`src/rtl/bus_arb_pkg.sv`:
```
package bus_arb_pkg;

  // Requesters that share the rotatable circle (refresh stands above them).
  localparam int unsigned N_ROT = 3;

  typedef enum logic [1:0] {
    MODE_ROTATE  = 2'b00,
    MODE_LOW_CH0 = 2'b01,
    MODE_LOW_CH1 = 2'b10,
    MODE_LOW_EXT = 2'b11
  } prio_mode_e;

  // First active request scanning circularly from index top.
  function automatic logic [N_ROT-1:0] pick_first(input logic [N_ROT-1:0] req,
                                                  input int unsigned top);
    logic [N_ROT-1:0] res;
    logic found;
    int unsigned idx;
    res   = '0;
    found = 1'b0;
    for (int unsigned k = 0; k < N_ROT; k++) begin
      idx = (top + k) % N_ROT;
      if (!found && req[idx]) begin
        res[idx] = 1'b1;
        found    = 1'b1;
      end
    end
    return res;
  endfunction

  // Head of the circle after a one-hot winner has been served.
  function automatic int unsigned head_after(input logic [N_ROT-1:0] win);
    int unsigned nxt;
    nxt = 0;
    for (int unsigned k = 0; k < N_ROT; k++) begin
      if (win[k]) nxt = (k + 1) % N_ROT;
    end
    return nxt;
  endfunction

endpackage

```
`src/rtl/bus_arb_order.sv`:
```
module bus_arb_order
  import bus_arb_pkg::*;
#(
  parameter int unsigned NR = N_ROT,
  localparam int unsigned TW = (NR > 1) ? $clog2(NR) : 1
) (
  input  logic [1:0]    prio_mode,
  input  logic [TW-1:0] rot_top,
  output logic [TW-1:0] top_idx
);

  // Fixed modes cut the circle just after the requester placed lowest.
  always_comb begin
    case (prio_mode_e'(prio_mode))
      MODE_LOW_CH0: top_idx = TW'(1 % NR);
      MODE_LOW_CH1: top_idx = TW'(2 % NR);
      MODE_LOW_EXT: top_idx = '0;
      default:      top_idx = rot_top;
    endcase
  end

endmodule

```
`src/rtl/bus_arb_pick.sv`:
```
module bus_arb_pick
  import bus_arb_pkg::*;
#(
  parameter int unsigned NR = N_ROT,
  localparam int unsigned TW = (NR > 1) ? $clog2(NR) : 1,
  localparam int unsigned GW = NR + 1
) (
  input  logic          req_refresh,
  input  logic [NR-1:0] req_rot,
  input  logic [TW-1:0] top_idx,
  output logic [GW-1:0] win
);

  logic [NR-1:0] win_rot;

  always_comb begin
    win_rot = '0;
    if (!req_refresh) win_rot = pick_first(req_rot, int'(top_idx));
  end

  assign win = {win_rot, req_refresh};

endmodule

```
`src/rtl/bus_arb_rotor.sv`:
```
module bus_arb_rotor
  import bus_arb_pkg::*;
#(
  parameter int unsigned NR = N_ROT,
  localparam int unsigned TW = (NR > 1) ? $clog2(NR) : 1
) (
  input  logic          clk,
  input  logic          rst_n,
  input  logic          upd_en,
  input  logic          refresh_win,
  input  logic [NR-1:0] win_rot,
  output logic [TW-1:0] rot_top
);

  always_ff @(posedge clk or negedge rst_n) begin
    if (!rst_n)                      rot_top <= '0;
    else if (upd_en && (|win_rot))   rot_top <= TW'(head_after(win_rot));
  end

  // a refresh win never moves the head of the circle
  a_r9_refresh_keeps_order: assert property (@(posedge clk) disable iff (!rst_n)
    refresh_win |=> $stable(rot_top));

endmodule

```
`src/rtl/bus_grant_arbiter.sv`:
```
module bus_grant_arbiter
  import bus_arb_pkg::*;
#(
  parameter int unsigned NR = N_ROT,
  localparam int unsigned TW = (NR > 1) ? $clog2(NR) : 1,
  localparam int unsigned GW = NR + 1
) (
  input  logic          clk,
  input  logic          rst_n,
  input  logic [1:0]    prio_mode,
  input  logic          req_refresh,
  input  logic          req_dma0,
  input  logic          req_dma1,
  input  logic          req_ext,
  input  logic          bus_idle,
  output logic [GW-1:0] grant
);

  logic [GW-1:0] req_vec;
  logic [GW-1:0] win;
  logic [GW-1:0] grant_nxt;
  logic [TW-1:0] rot_top;
  logic [TW-1:0] top_idx;
  logic          hold;
  logic          arb_now;
  logic          rot_mode;
  logic          upd_en;
  logic          refresh_win;

  assign req_vec     = GW'({req_ext, req_dma1, req_dma0, req_refresh});
  assign hold        = |(grant & req_vec);
  assign arb_now     = !hold && bus_idle;
  assign rot_mode    = (prio_mode_e'(prio_mode) == MODE_ROTATE);
  assign refresh_win = arb_now && win[0];
  assign upd_en      = arb_now && rot_mode && !win[0];

  bus_arb_rotor #(.NR(NR)) u_rotor (
    .clk         (clk),
    .rst_n       (rst_n),
    .upd_en      (upd_en),
    .refresh_win (refresh_win),
    .win_rot     (win[GW-1:1]),
    .rot_top     (rot_top)
  );

  bus_arb_order #(.NR(NR)) u_order (
    .prio_mode (prio_mode),
    .rot_top   (rot_top),
    .top_idx   (top_idx)
  );

  bus_arb_pick #(.NR(NR)) u_pick (
    .req_refresh (req_refresh),
    .req_rot     (req_vec[GW-1:1]),
    .top_idx     (top_idx),
    .win         (win)
  );

  always_comb begin
    if (hold)         grant_nxt = grant;
    else if (arb_now) grant_nxt = win;
    else              grant_nxt = '0;
  end

  always_ff @(posedge clk or negedge rst_n) begin
    if (!rst_n) grant <= '0;
    else        grant <= grant_nxt;
  end

  // at most one owner
  a_r10_onehot: assert property (@(posedge clk) disable iff (!rst_n)
    $onehot0(grant));

  // an owner had asked in the previous cycle
  a_r10_only_requesters: assert property (@(posedge clk) disable iff (!rst_n)
    1'b1 |=> ((grant & $past(req_vec)) == grant));

  // refresh beats everybody at an arbitration
  a_r1_refresh_first: assert property (@(posedge clk) disable iff (!rst_n)
    arb_now && req_refresh |=> grant == GW'(1));

  // ownership sticks while the owner keeps asking
  a_r7_hold: assert property (@(posedge clk) disable iff (!rst_n)
    hold |=> $stable(grant));

  // no handover while the bus is busy
  a_r8_busy_no_grant: assert property (@(posedge clk) disable iff (!rst_n)
    !hold && !bus_idle |=> grant == '0);

  // a rotating winner is not at the head afterwards
  a_r5_winner_drops: assert property (@(posedge clk) disable iff (!rst_n)
    upd_en && win[1] |=> rot_top != '0);

endmodule

```
`config.mk`:
```
export PLATFORM = sky130hd
export DESIGN_NAME = bus_grant_arbiter
export DESIGN_NICKNAME = d
export VERILOG_FILES = /design/src/rtl/bus_arb_pkg.sv /design/src/rtl/bus_arb_order.sv /design/src/rtl/bus_arb_pick.sv /design/src/rtl/bus_arb_rotor.sv /design/src/rtl/bus_grant_arbiter.sv
export SDC_FILE = /design/constraint.sdc
export NUM_CORES = 1
export LEC_CHECK = 0
export ABC_AREA = 1
export BUFFER_PORTS_ARGS = -buffer_cell sky130_fd_sc_hd__buf_2
export CAP_MARGIN = 40
export CORE_AREA = 2 2 41 53
export DETAILED_ROUTE_END_ITERATION = 10
export DIE_AREA = 0 0 43 55
export PLACE_DENSITY_LB_ADDON = 0.1
export REMOVE_ABC_BUFFERS = 1
export SETUP_SLACK_MARGIN = 0.1
export SYNTH_ARGS = -nofsm -noshare
export SYNTH_HDL_FRONTEND = slang
export SYNTH_SLANG_ARGS = --single-unit
```
`constraint.sdc`:
```
create_clock -name clk -period 5.9 [get_ports clk]
set_input_delay 1.475 -clock clk [delete_from_list [all_inputs] [get_ports clk]]
set_output_delay 1.475 -clock clk [all_outputs]
set_load 0.05 [all_outputs]
```
## Yosys cells after proc, flatten, opt, wreduce, memory -nomap -nowiden

Cells that the tools add are included.

| cells by class | value |
|---|---|
| add/subtract/negate cells | 2 |
| div/mod/pow operators | 3 |
| magnitude comparators | 6 |
| equal/unequal tests | 3 |
| muxes and demuxes | 27 |
| bitwise gates (word level) | 3 |
| reductions and logical operators | 16 |

Operator list:

| kind | count |
|---|---|
| 32-bit by 1-bit >= comparator with 1-bit output, second input constant | 3 |
| 32-bit by 3-bit less-than comparator with 1-bit output, second input constant | 3 |
| 32-bit by 2-bit remainder unit with 32-bit output, second input constant | 2 |
| 2-bit by 2-bit remainder unit with 32-bit output, second input constant | 1 |
| 3-bit two-way mux | 6 |
| 1-bit two-way mux | 11 |
| 1-bit logical AND | 9 |
| 1-bit binary-select mux with 2-bit select | 3 |
| 1-bit demux with 2-bit select | 3 |
| 3-bit bitwise OR | 2 |
| 2-bit case mux with 3 select lines | 1 |
| 4-bit AND | 1 |
| 2-bit == test, second input constant | 2 |
| 1-bit logical NOT | 4 |
| 2-bit two-way mux | 2 |
| 4-bit two-way mux | 1 |
| 4-bit OR reduction | 1 |
| 2-bit by 1-bit adder with 3-bit output, second input constant | 1 |
| 2-bit by 2-bit adder with 3-bit output, second input constant | 1 |
| 3-bit OR reduction | 1 |
| 2-bit by 1-bit == test with 1-bit output, second input constant | 1 |
| 2-bit logical NOT | 1 |

| word-level totals | value |
|---|---|
| flip-flop bits (word level) | 6 |
| bits of input ports | 9 |
| output and inout bits | 4 |
| logic and storage cells | 62 |

## Logic depth before layout (Yosys ltp)

Gate-level depths: netlist of run 1.

| depth | value |
|---|---|
| depth after elaboration | 18 |
| gate-level depth with buffers | 17 |
| gate-level depth less buffers | 17 |

## By module

Synthesis of run 1 repeated with hierarchy kept, for this count alone.

| second synthesis, totals | value |
|---|---|
| cells, all modules | 101 |
| area total of the unflattened synthesis | 663.1 µm² |

By module, submodules not included:

| module | times used | cells each | area an instance (µm²) | sequential area each (µm²) |
|---|---|---|---|---|
| bus_arb_pick | 1 | 57 | 316.6 | 0.0 |
| bus_grant_arbiter | 1 | 29 | 239.0 | 100.1 |
| bus_arb_rotor | 1 | 11 | 92.6 | 50.0 |
| bus_arb_order | 1 | 4 | 15.0 | 0.0 |

## Worst setup path after synthesis of run 1

OpenSTA, ideal clock, no wires.

| path | value |
|---|---|
| path kind | input to register |
| start point | input port prio_mode[1] |
| end point | register u_rotor.rot_top[1] |
| setup time | 117 ps |
| arrival | 2942 ps |
| required time | 5783 ps |
| setup slack | 2840 ps |
| stages | 16 |
| buffers on the path | 0 |
| cells stage by stage | o21ai_0 inv_1 ha_1 inv_2 nand2_1 nand3_1 nand2_4 nand2_1 nand2_1 nand2_1 nand2_1 nand2_2 nand2_1 nand2_1 nand3_1 nand2_1 |

| on the way | value |
|---|---|
| longest elaborated chain between the ends | 17 |
| elaborated cells on any way between the ends | 53 |
| those cells by class | 2 x add/sub; 3 x div; 6 x order compare; 3 x eq/ne; 25 x mux; 2 x bitwise; 12 x reduce/logical |

Ends and longest elaborated chain:

| element | RTL line | text |
|---|---|---|
| from (decl) | bus_grant_arbiter.sv:10 | `input logic [1:0] prio_mode,` |
| branches (longest 17 deep; another with 32-bit by 2-bit remainder unit with 32-bit output) | - |  |
| to (signal assigned) | bus_arb_rotor.sv:17 | `else if (upd_en && (\|win_rot)) rot_top <= TW'(head_after(win_rot));` |
| to (decl) | bus_arb_rotor.sv:12 | `output logic [TW-1:0] rot_top` |

Parallel ways; which one is timed is not known. The select of a mux whose other input is x is not followed.
A chain may end at the register's enable or synchronous reset.

## Worst setup path after layout of run 1

Ends and elaborated chain as after synthesis.

==> run metrics, run 1 <==
result of the run complete, no violations; element type at the critical path start primary input; ranking of synthesized cells by area sky130_fd_sc_hd__dfrtp_1 24%, sky130_fd_sc_hd__nand2_1 14%, sky130_fd_sc_hd__nand3_1 14%; I/O pin total 13; hold slack final 507 ps; min-delay src u_rotor.rot_top[1]; Critical Path Fanout Max 6; leak pwr 0.000426 uW; via-per-instance ratio 4.78; Longest Clk Path Bufs 2; total grt overflow 0; die height 55 um; Max stage delay on crit path 410 ps; number of warnings reported in the yosys synthesis log 0; highest signal layer in the routed design met3; share of post-route cells with drive strength above 1 29.4%; number of cells on the worst reg-to-reg path 14; power density relative to cell area 262 nW/um^2; die outline width 43 um; Clock Sink Count 6; max-slew violations 0; actual slew at the worst max-slew pin 343 ps; area inside the core boundary 1890 um^2; setup repair after global routing missed its margin no; number of cells on the worst hold path 2; category of cells accounting for the largest share of critical-path delay simple AND/OR/NAND/NOR gates; routed wirelength normalized by instance count 10.1 um; count of buffer and inverter cells on the critical path 3; number of antenna repair diodes 0; Worst Setup End Kind register; via count of the routed design 617; Clk Tree Root Cell sky130_fd_sc_hd__clkbuf_4; Final ANT Viol Nets 0; vias in the first global route 578; P&R area growth vs syn 17.3%; Port Buffers 12; setup slack after placement 2450 ps; Setup violations, final 0; count of distinct cell types in the synthesized netlist 21; Util after Layout 38.5%; Min Clock Period, post-route 3210 ps; Hold/Removal Path Class reg2reg; area of the mapped netlist 621 um^2; cts hold-fix bufs 0; setup TNS after final layout 0 ps; sequential cell area fraction in the yosys report 24.2%; routed length on met1 586 um; met3 layer wire length in the routed design 25 um; initial standard-cell utilization of the core 32.8%; dominant cell type by area after synthesis sky130_fd_sc_hd__dfrtp_1; max-cap check violation count 0; Reg-to-Reg Start u_rotor.rot_top[1]; DRC Markers 0; placement-stage cell area 706 um^2; maximum number of pins on one net before global-route repair 8; share of the clock period used by the worst path after layout 54.4%; type of the worst setup path in2reg; final hold viol count 0; global-route usage over all layers 12.4%; slowest stage cell, crit path sky130_fd_sc_hd__ha_1; clock latency on the worst-skew pair 230 ps; weighted congestion at the end of routability-driven global placement 0.771; portion of synthesized cell area occupied by the leading cell type 24.2%; data arrival at the endpoint of the critical path 3330 ps; number of levels the H-tree was split into 1; post-CTS setup buffer count 0; number of antenna violations at the first check in global routing 0; clock tree from TritonCTS yes; relative slew slack 76.9%; worst setup skew after layout 3.92 ps; detailed-route wire length 1300 um; worst hold endpoint u_rotor.rot_top[1]; cell breakdown of the critical path buf_2 -> o21ai_0 -> inv_1 -> ha_1 -> inv_2 -> nand2_1 -> nand3_1 -> nand2_4 -> nand3_1 -> nand3_1 -> nand2_1 -> nand2_1 -> nand2_1 -> nand3_1 -> nand2_1; setup slack, reg-to-reg 3650 ps; met2 WL post-DR 689 um; area of the die 2370 um^2; Synth Register Bits 6; HPWL reported at the end of detailed placement 1150 um; Synth Instances 94; required time of the worst setup path 6020 ps; average footprint of a synthesized cell 6.60 um^2; Reg2Reg Capture Point u_rotor.rot_top[1]; drt first-iter violations 8; number of placement rows 18; # resized after CTS 0; fin nets 124; TritonCTS buffer count 3; maximum clock frequency 0.312 GHz; Clock Pin Slew Worst Setup and Hold Paths 40 ps; Max IR drop VDD 0.131 mV; cell mode on critical path sky130_fd_sc_hd__nand2_1; length of the first detailed-routing pass in iterations 4; worst-case setup margin in the final layout 2690 ps; wire length of the first global-routing pass 2280 um; area of all placed cells without fillers 728 um^2
## tightest hold or removal path: stages, from the launching register on
cell and delay [ps]:
sky130_fd_sc_hd__dfrtp_1 330, sky130_fd_sc_hd__nand3_1 70, sky130_fd_sc_hd__nand2_1 60
## worst max path at each step
stage / startpoint / endpoint / cells past startpoint
floorplan: prio_mode[1] / u_rotor.rot_top[1] / 16
global placement: prio_mode[1] / u_rotor.rot_top[1] / 15
detailed placement: prio_mode[1] / u_rotor.rot_top[1] / 15
CTS: prio_mode[1] / u_rotor.rot_top[1] / 15
global route: prio_mode[1] / u_rotor.rot_top[1] / 15
finish: prio_mode[1] / u_rotor.rot_top[1] / 15
## placed cells by master, fill, tap and decap left out, types with 2 or more instances in the layout
| master | count |
|---|---|
| sky130_fd_sc_hd__buf_2 | 12 |
| sky130_fd_sc_hd__clkbuf_4 | 3 |
| sky130_fd_sc_hd__dfrtp_1 | 6 |
| sky130_fd_sc_hd__ha_1 | 4 |
| sky130_fd_sc_hd__inv_1 | 11 |
| sky130_fd_sc_hd__inv_2 | 8 |
| sky130_fd_sc_hd__nand2_1 | 23 |
| sky130_fd_sc_hd__nand2_2 | 2 |
| sky130_fd_sc_hd__nand2_4 | 2 |
| sky130_fd_sc_hd__nand3_1 | 17 |
| sky130_fd_sc_hd__nand4_1 | 2 |
| sky130_fd_sc_hd__nor2_1 | 2 |
| sky130_fd_sc_hd__o21ai_0 | 2 |
| sky130_fd_sc_hd__o22ai_1 | 6 |
## layout make-up
class | count | area, um^2
fill | 226 | 1160
multi-input combinational | 67 | 389
sequential | 6 | 150
inverter | 21 | 81.3
timing repair buffer | 12 | 60.1
tap | 20 | 25.0
clock buffer | 3 | 22.5
## sequential cells by signal (all words and copies together) (netlist names)
register	flops
u_rotor.rot_top	2
grant	4
## synth_stat cells
cell type,instances
sky130_fd_sc_hd__nand2_1,23
sky130_fd_sc_hd__nand3_1,17
sky130_fd_sc_hd__inv_1,11
sky130_fd_sc_hd__inv_2,8
sky130_fd_sc_hd__dfrtp_1,6
sky130_fd_sc_hd__o22ai_1,6
sky130_fd_sc_hd__ha_1,4
sky130_fd_sc_hd__nand2_2,2
sky130_fd_sc_hd__nand2_4,2
sky130_fd_sc_hd__nand4_1,2
sky130_fd_sc_hd__nor2_1,2
sky130_fd_sc_hd__o21ai_0,2
sky130_fd_sc_hd__a21oi_1,1
sky130_fd_sc_hd__clkinv_1,1
sky130_fd_sc_hd__inv_4,1
sky130_fd_sc_hd__nand3_2,1
sky130_fd_sc_hd__nand3b_1,1
sky130_fd_sc_hd__nor2_2,1
sky130_fd_sc_hd__nor2_8,1
sky130_fd_sc_hd__nor3b_1,1
sky130_fd_sc_hd__o21ai_2,1
## power breakdown
| part | internal (uW) | total, uW | switching [uW] |
|---|---|---|---|
| logic | 32.5 | 103 | 70.9 |
| registers | 49.2 | 52.3 | 3.07 |
| clock network | 22.8 | 35.2 | 12.3 |
| total | 105 | 191 | 86.3 |
## through the flow
stage / instances / total power, uW
finish: 129 / 191
floorplan: 94 / 134
global placement: 126 / 157
detailed placement: 126 / 156
CTS: 129 / 194
global route: 129 / 209
## per-layer routing
metal | vias to the layer above | track usage (%)
li1 | 337 | -
met3 | 0 | 0.325
met2 | 9 | 24.2
met4 | 0 | 4.55
met1 | 271 | 14.6
met5 | - | 0
## cell families after synthesis
group / count (synthesis) / synth area share [%]
AO/OA/AOI/OAI: 10 / 9.88
adder cells (fa/ha/maj): 4 / 8.06
buffers and inverters: 21 / 13.1
flip-flops: 6 / 24.2
AND/OR/NAND/NOR: 53 / 44.8
Note: power is estimated with default switching activity, not from simulation.
==> run 2, diff against run 1 <==
--- a/config.mk
+++ b/config.mk
@@ -5,12 +5,12 @@
 export SDC_FILE = /design/constraint.sdc
 export NUM_CORES = 1
 export LEC_CHECK = 0
-export ABC_AREA = 1
+export ABC_AREA = 0
 export BUFFER_PORTS_ARGS = -buffer_cell sky130_fd_sc_hd__buf_2
 export CAP_MARGIN = 40
-export CORE_AREA = 2 2 41 53
+export CORE_AREA = 2 2 40 51
 export DETAILED_ROUTE_END_ITERATION = 10
-export DIE_AREA = 0 0 43 55
+export DIE_AREA = 0 0 42 53
 export PLACE_DENSITY_LB_ADDON = 0.1
 export REMOVE_ABC_BUFFERS = 1
 export SETUP_SLACK_MARGIN = 0.1
==> constraint.sdc (replaced) <==
create_clock -name clk -period 2.6 [get_ports clk]
set_input_delay 0.65 -clock clk [delete_from_list [all_inputs] [get_ports clk]]
set_output_delay 0.65 -clock clk [all_outputs]
set_load 0.05 [all_outputs]
==> run metrics, run 2 <==
Clock Sink Count 6 (unchanged); commonest non-fill, non-tap cells in the layout 12 x sky130_fd_sc_hd__buf_2, 8 x sky130_fd_sc_hd__inv_1, 8 x sky130_fd_sc_hd__nand2_1, 7 x sky130_fd_sc_hd__nor2_1, 7 x sky130_fd_sc_hd__buf_4; count of buffer and inverter cells on the critical path 2 (-1); total grt overflow 0 (unchanged); area of the mapped netlist 589 um^2 (-5.0%); TritonCTS buffer count 3 (unchanged); Min Clock Period, post-route 2270 ps; routed wirelength normalized by instance count 13.2 um (+31%); die outline width 42 um (-2.3%); result of the run complete, no violations; clock tree from TritonCTS yes; Sequential Area 150 um^2 (unchanged); commonest non-fill, non-tap cell in the layout sky130_fd_sc_hd__buf_2; number of antenna violations at the first check in global routing 0 (unchanged); setup repair after global routing missed its margin no; length of the first detailed-routing pass in iterations 4 (unchanged); portion of synthesized cell area occupied by the leading cell type 25.5% (+1.3 points); power density relative to cell area 471 nW/um^2 (+80%); slowest stage cell, crit path sky130_fd_sc_hd__ha_1; Synth Register Bits 6 (unchanged); via count of the routed design 624 (+1.1%); area inside the core boundary 1720 um^2 (-8.9%); fin nets 111 (-10%); share of flip-flops with an asynchronous set or reset 100% (unchanged); Max IR drop VDD 0.299 mV (+130%); type of the worst setup path in2reg; category of cells accounting for the largest share of critical-path delay compound AO/OA/AOI/OAI gates; leading registers by flop count grant x4, u_rotor.rot_top x2; vias in the first global route 591 (+2.2%); Reg-to-Reg Start u_rotor.rot_top[0]; average footprint of a synthesized cell 7.65 um^2 (+16%); leak pwr 0.000382 uW (-10%); number of levels the H-tree was split into 1 (unchanged); Post-Place Cells 112 (-11%); maximum clock frequency 0.441 GHz; area of the die 2230 um^2 (-5.9%); number of placement rows 17 (-1); weighted congestion at the end of routability-driven global placement 0.775 (+0.51%); number of flops mapped to enable cells by yosys 0 (unchanged); Final ANT Viol Nets 0 (unchanged); dominant cell type by area after synthesis sky130_fd_sc_hd__dfrtp_1; share of post-route cells with drive strength above 1 26.0% (-3.3 points); Port Buffers 12 (unchanged); maximum number of pins on one net before global-route repair 9 (+1); ranking of synthesized cells by area sky130_fd_sc_hd__dfrtp_1 25%, sky130_fd_sc_hd__ha_1 8.5%, sky130_fd_sc_hd__o21ai_0 5.1%; count of distinct cell types in the synthesized netlist 28 (+33%); DRC Markers 0 (unchanged); Max stage delay on crit path 390 ps (-20 ps); Synth Instances 77 (-18%); non-filler cells in the finished layout 115 (-11%); Setup violations, final 0 (unchanged); sequential cell area fraction in the yosys report 25.5% (+1.3 points); HPWL reported at the end of detailed placement 1220 um (+6.4%); # resized after CTS 0 (unchanged); multi-input logic area 398 um^2 (+2.3%); Reg2Reg Capture Point u_rotor.rot_top[0]; Critical Path Fanout Max 8 (+2); actual slew at the worst max-slew pin 393 ps (+50.0 ps); initial standard-cell utilization of the core 34.2% (+1.4 points); number of warnings reported in the yosys synthesis log 0 (unchanged); count of fill cells added during filler insertion 185 (-18%); global-route usage over all layers 14.6% (+2.2 points); clock latency on the worst-skew pair 230 ps (about the same); number of cells on the worst reg-to-reg path 9 (-5); I/O pin total 13 (unchanged); cell mode on critical path sky130_fd_sc_hd__nor2_1; max-cap check violation count 0 (unchanged); drt first-iter violations 18 (+10); worst setup skew after layout 0.527 ps (-3.39 ps); register name with the most flops grant; post-CTS setup buffer count 0 (unchanged); cell breakdown of the critical path buf_2 -> nor2_1 -> nor2_1 -> inv_1 -> ha_1 -> nor2b_1 -> o21ai_0 -> nand4b_1 -> a21o_2 -> o211a_1; Clk Tree Root Cell sky130_fd_sc_hd__clkbuf_4; flip-flop count of the largest register after layout 4 (unchanged); share of the clock period used by the worst path after layout 87.3%; relative slew slack 73.8% (-3.1 points); Worst Setup End Kind register; final hold viol count 0 (unchanged); cts hold-fix bufs 0 (unchanged); P&R area growth vs syn 25.1%; element type at the critical path start primary input; required time of the worst setup path 2720 ps (-3300 ps); number of antenna repair diodes 0 (unchanged); top post-synthesis cells by count 8 x sky130_fd_sc_hd__inv_1, 8 x sky130_fd_sc_hd__nand2_1, 7 x sky130_fd_sc_hd__nor2_1, 6 x sky130_fd_sc_hd__dfrtp_1, 6 x sky130_fd_sc_hd__o21ai_0; Hold/Removal Path Class in2async; setup TNS after final layout 0 ps (unchanged); detailed-route wire length 1520 um (+17%); data arrival at the endpoint of the critical path 2390 ps (-940 ps); max-slew violations 0 (unchanged); via-per-instance ratio 5.43 (+13%); setup slack, reg-to-reg 460 ps (-3190 ps); Longest Clk Path Bufs 2 (unchanged); Clock Pin Slew Worst Setup and Hold Paths 40 ps (about the same); wire length of the first global-routing pass 2460 um (+7.9%); die height 53 um (-3.6%); flip-flop cell with the highest count after synthesis sky130_fd_sc_hd__dfrtp_1
[run 2: per-stage QoR]
step           hold WS (ps)  power (uW)  worst slack (ps)  utilization (%)  instance area (um^2)
6_report                234         347               330             42.8                   737
5_1_grt                 224         377               157             42.8                   737
4_1_cts                 225         353               333             42.8                   737
3_5_place_dp            483         267              94.4             41.5                   714
3_3_place_gp            483         267              92.0             41.5                   714
2_1_floorplan           354         212               366                -                   578
[run 2: how the worst max path moves through the flow]
stage / start / end / slack [ps] / cells after the start
2_1_floorplan: prio_mode[0] / u_rotor.rot_top[0] / 370 / 9
3_3_place_gp: prio_mode[0] / grant[3] / 90 / 10
3_5_place_dp: prio_mode[0] / grant[3] / 90 / 10
4_1_cts: prio_mode[0] / grant[3] / 330 / 10
5_1_grt: prio_mode[1] / u_rotor.rot_top[1] / 160 / 11
6_report: prio_mode[0] / u_rotor.rot_top[0] / 330 / 10
[run 2: per-layer routing]
| metal | part of all wire [%] | routed length (um) | vias to the layer above | track usage, % |
|---|---|---|---|---|
| li1 | - | - | 318 | - |
| met1 | 44 | 673 | 299 | 16.0 |
| met2 | 54 | 822 | 7 | 28.9 |
| met3 | 1.7 | 26 | 0 | 0.683 |
| met4 | 0 | 0 | 0 | 6.45 |
| met5 | 0 | 0 | - | 0 |
[run 2: final cells by class]
type | instances | share of cell area (%)
repair buffers | 19 | 15.3
clock buffers | 3 | 3.06
well taps | 19 | 3.23
inverters | 8 | 4.07
multi-input cells | 60 | 54.0
flip-flops and latches | 6 | 20.4
[run 2: cell families after synthesis]
group | Yosys count | synth area share [%]
and+or+nand+nor | 28 | 23.6
AOI/OAI and AO/OA | 25 | 30.2
buffers and inverters | 11 | 7.01
DFF | 6 | 25.5
adders and majority gates | 4 | 8.49
muxes | 3 | 5.31
[run 2: power by group]
part / total, uW / switching [uW] / internal (uW)
registers: 110 / 7.11 / 103
logic: 156 / 94.7 / 61.7
clock network: 80.7 / 28.8 / 51.9
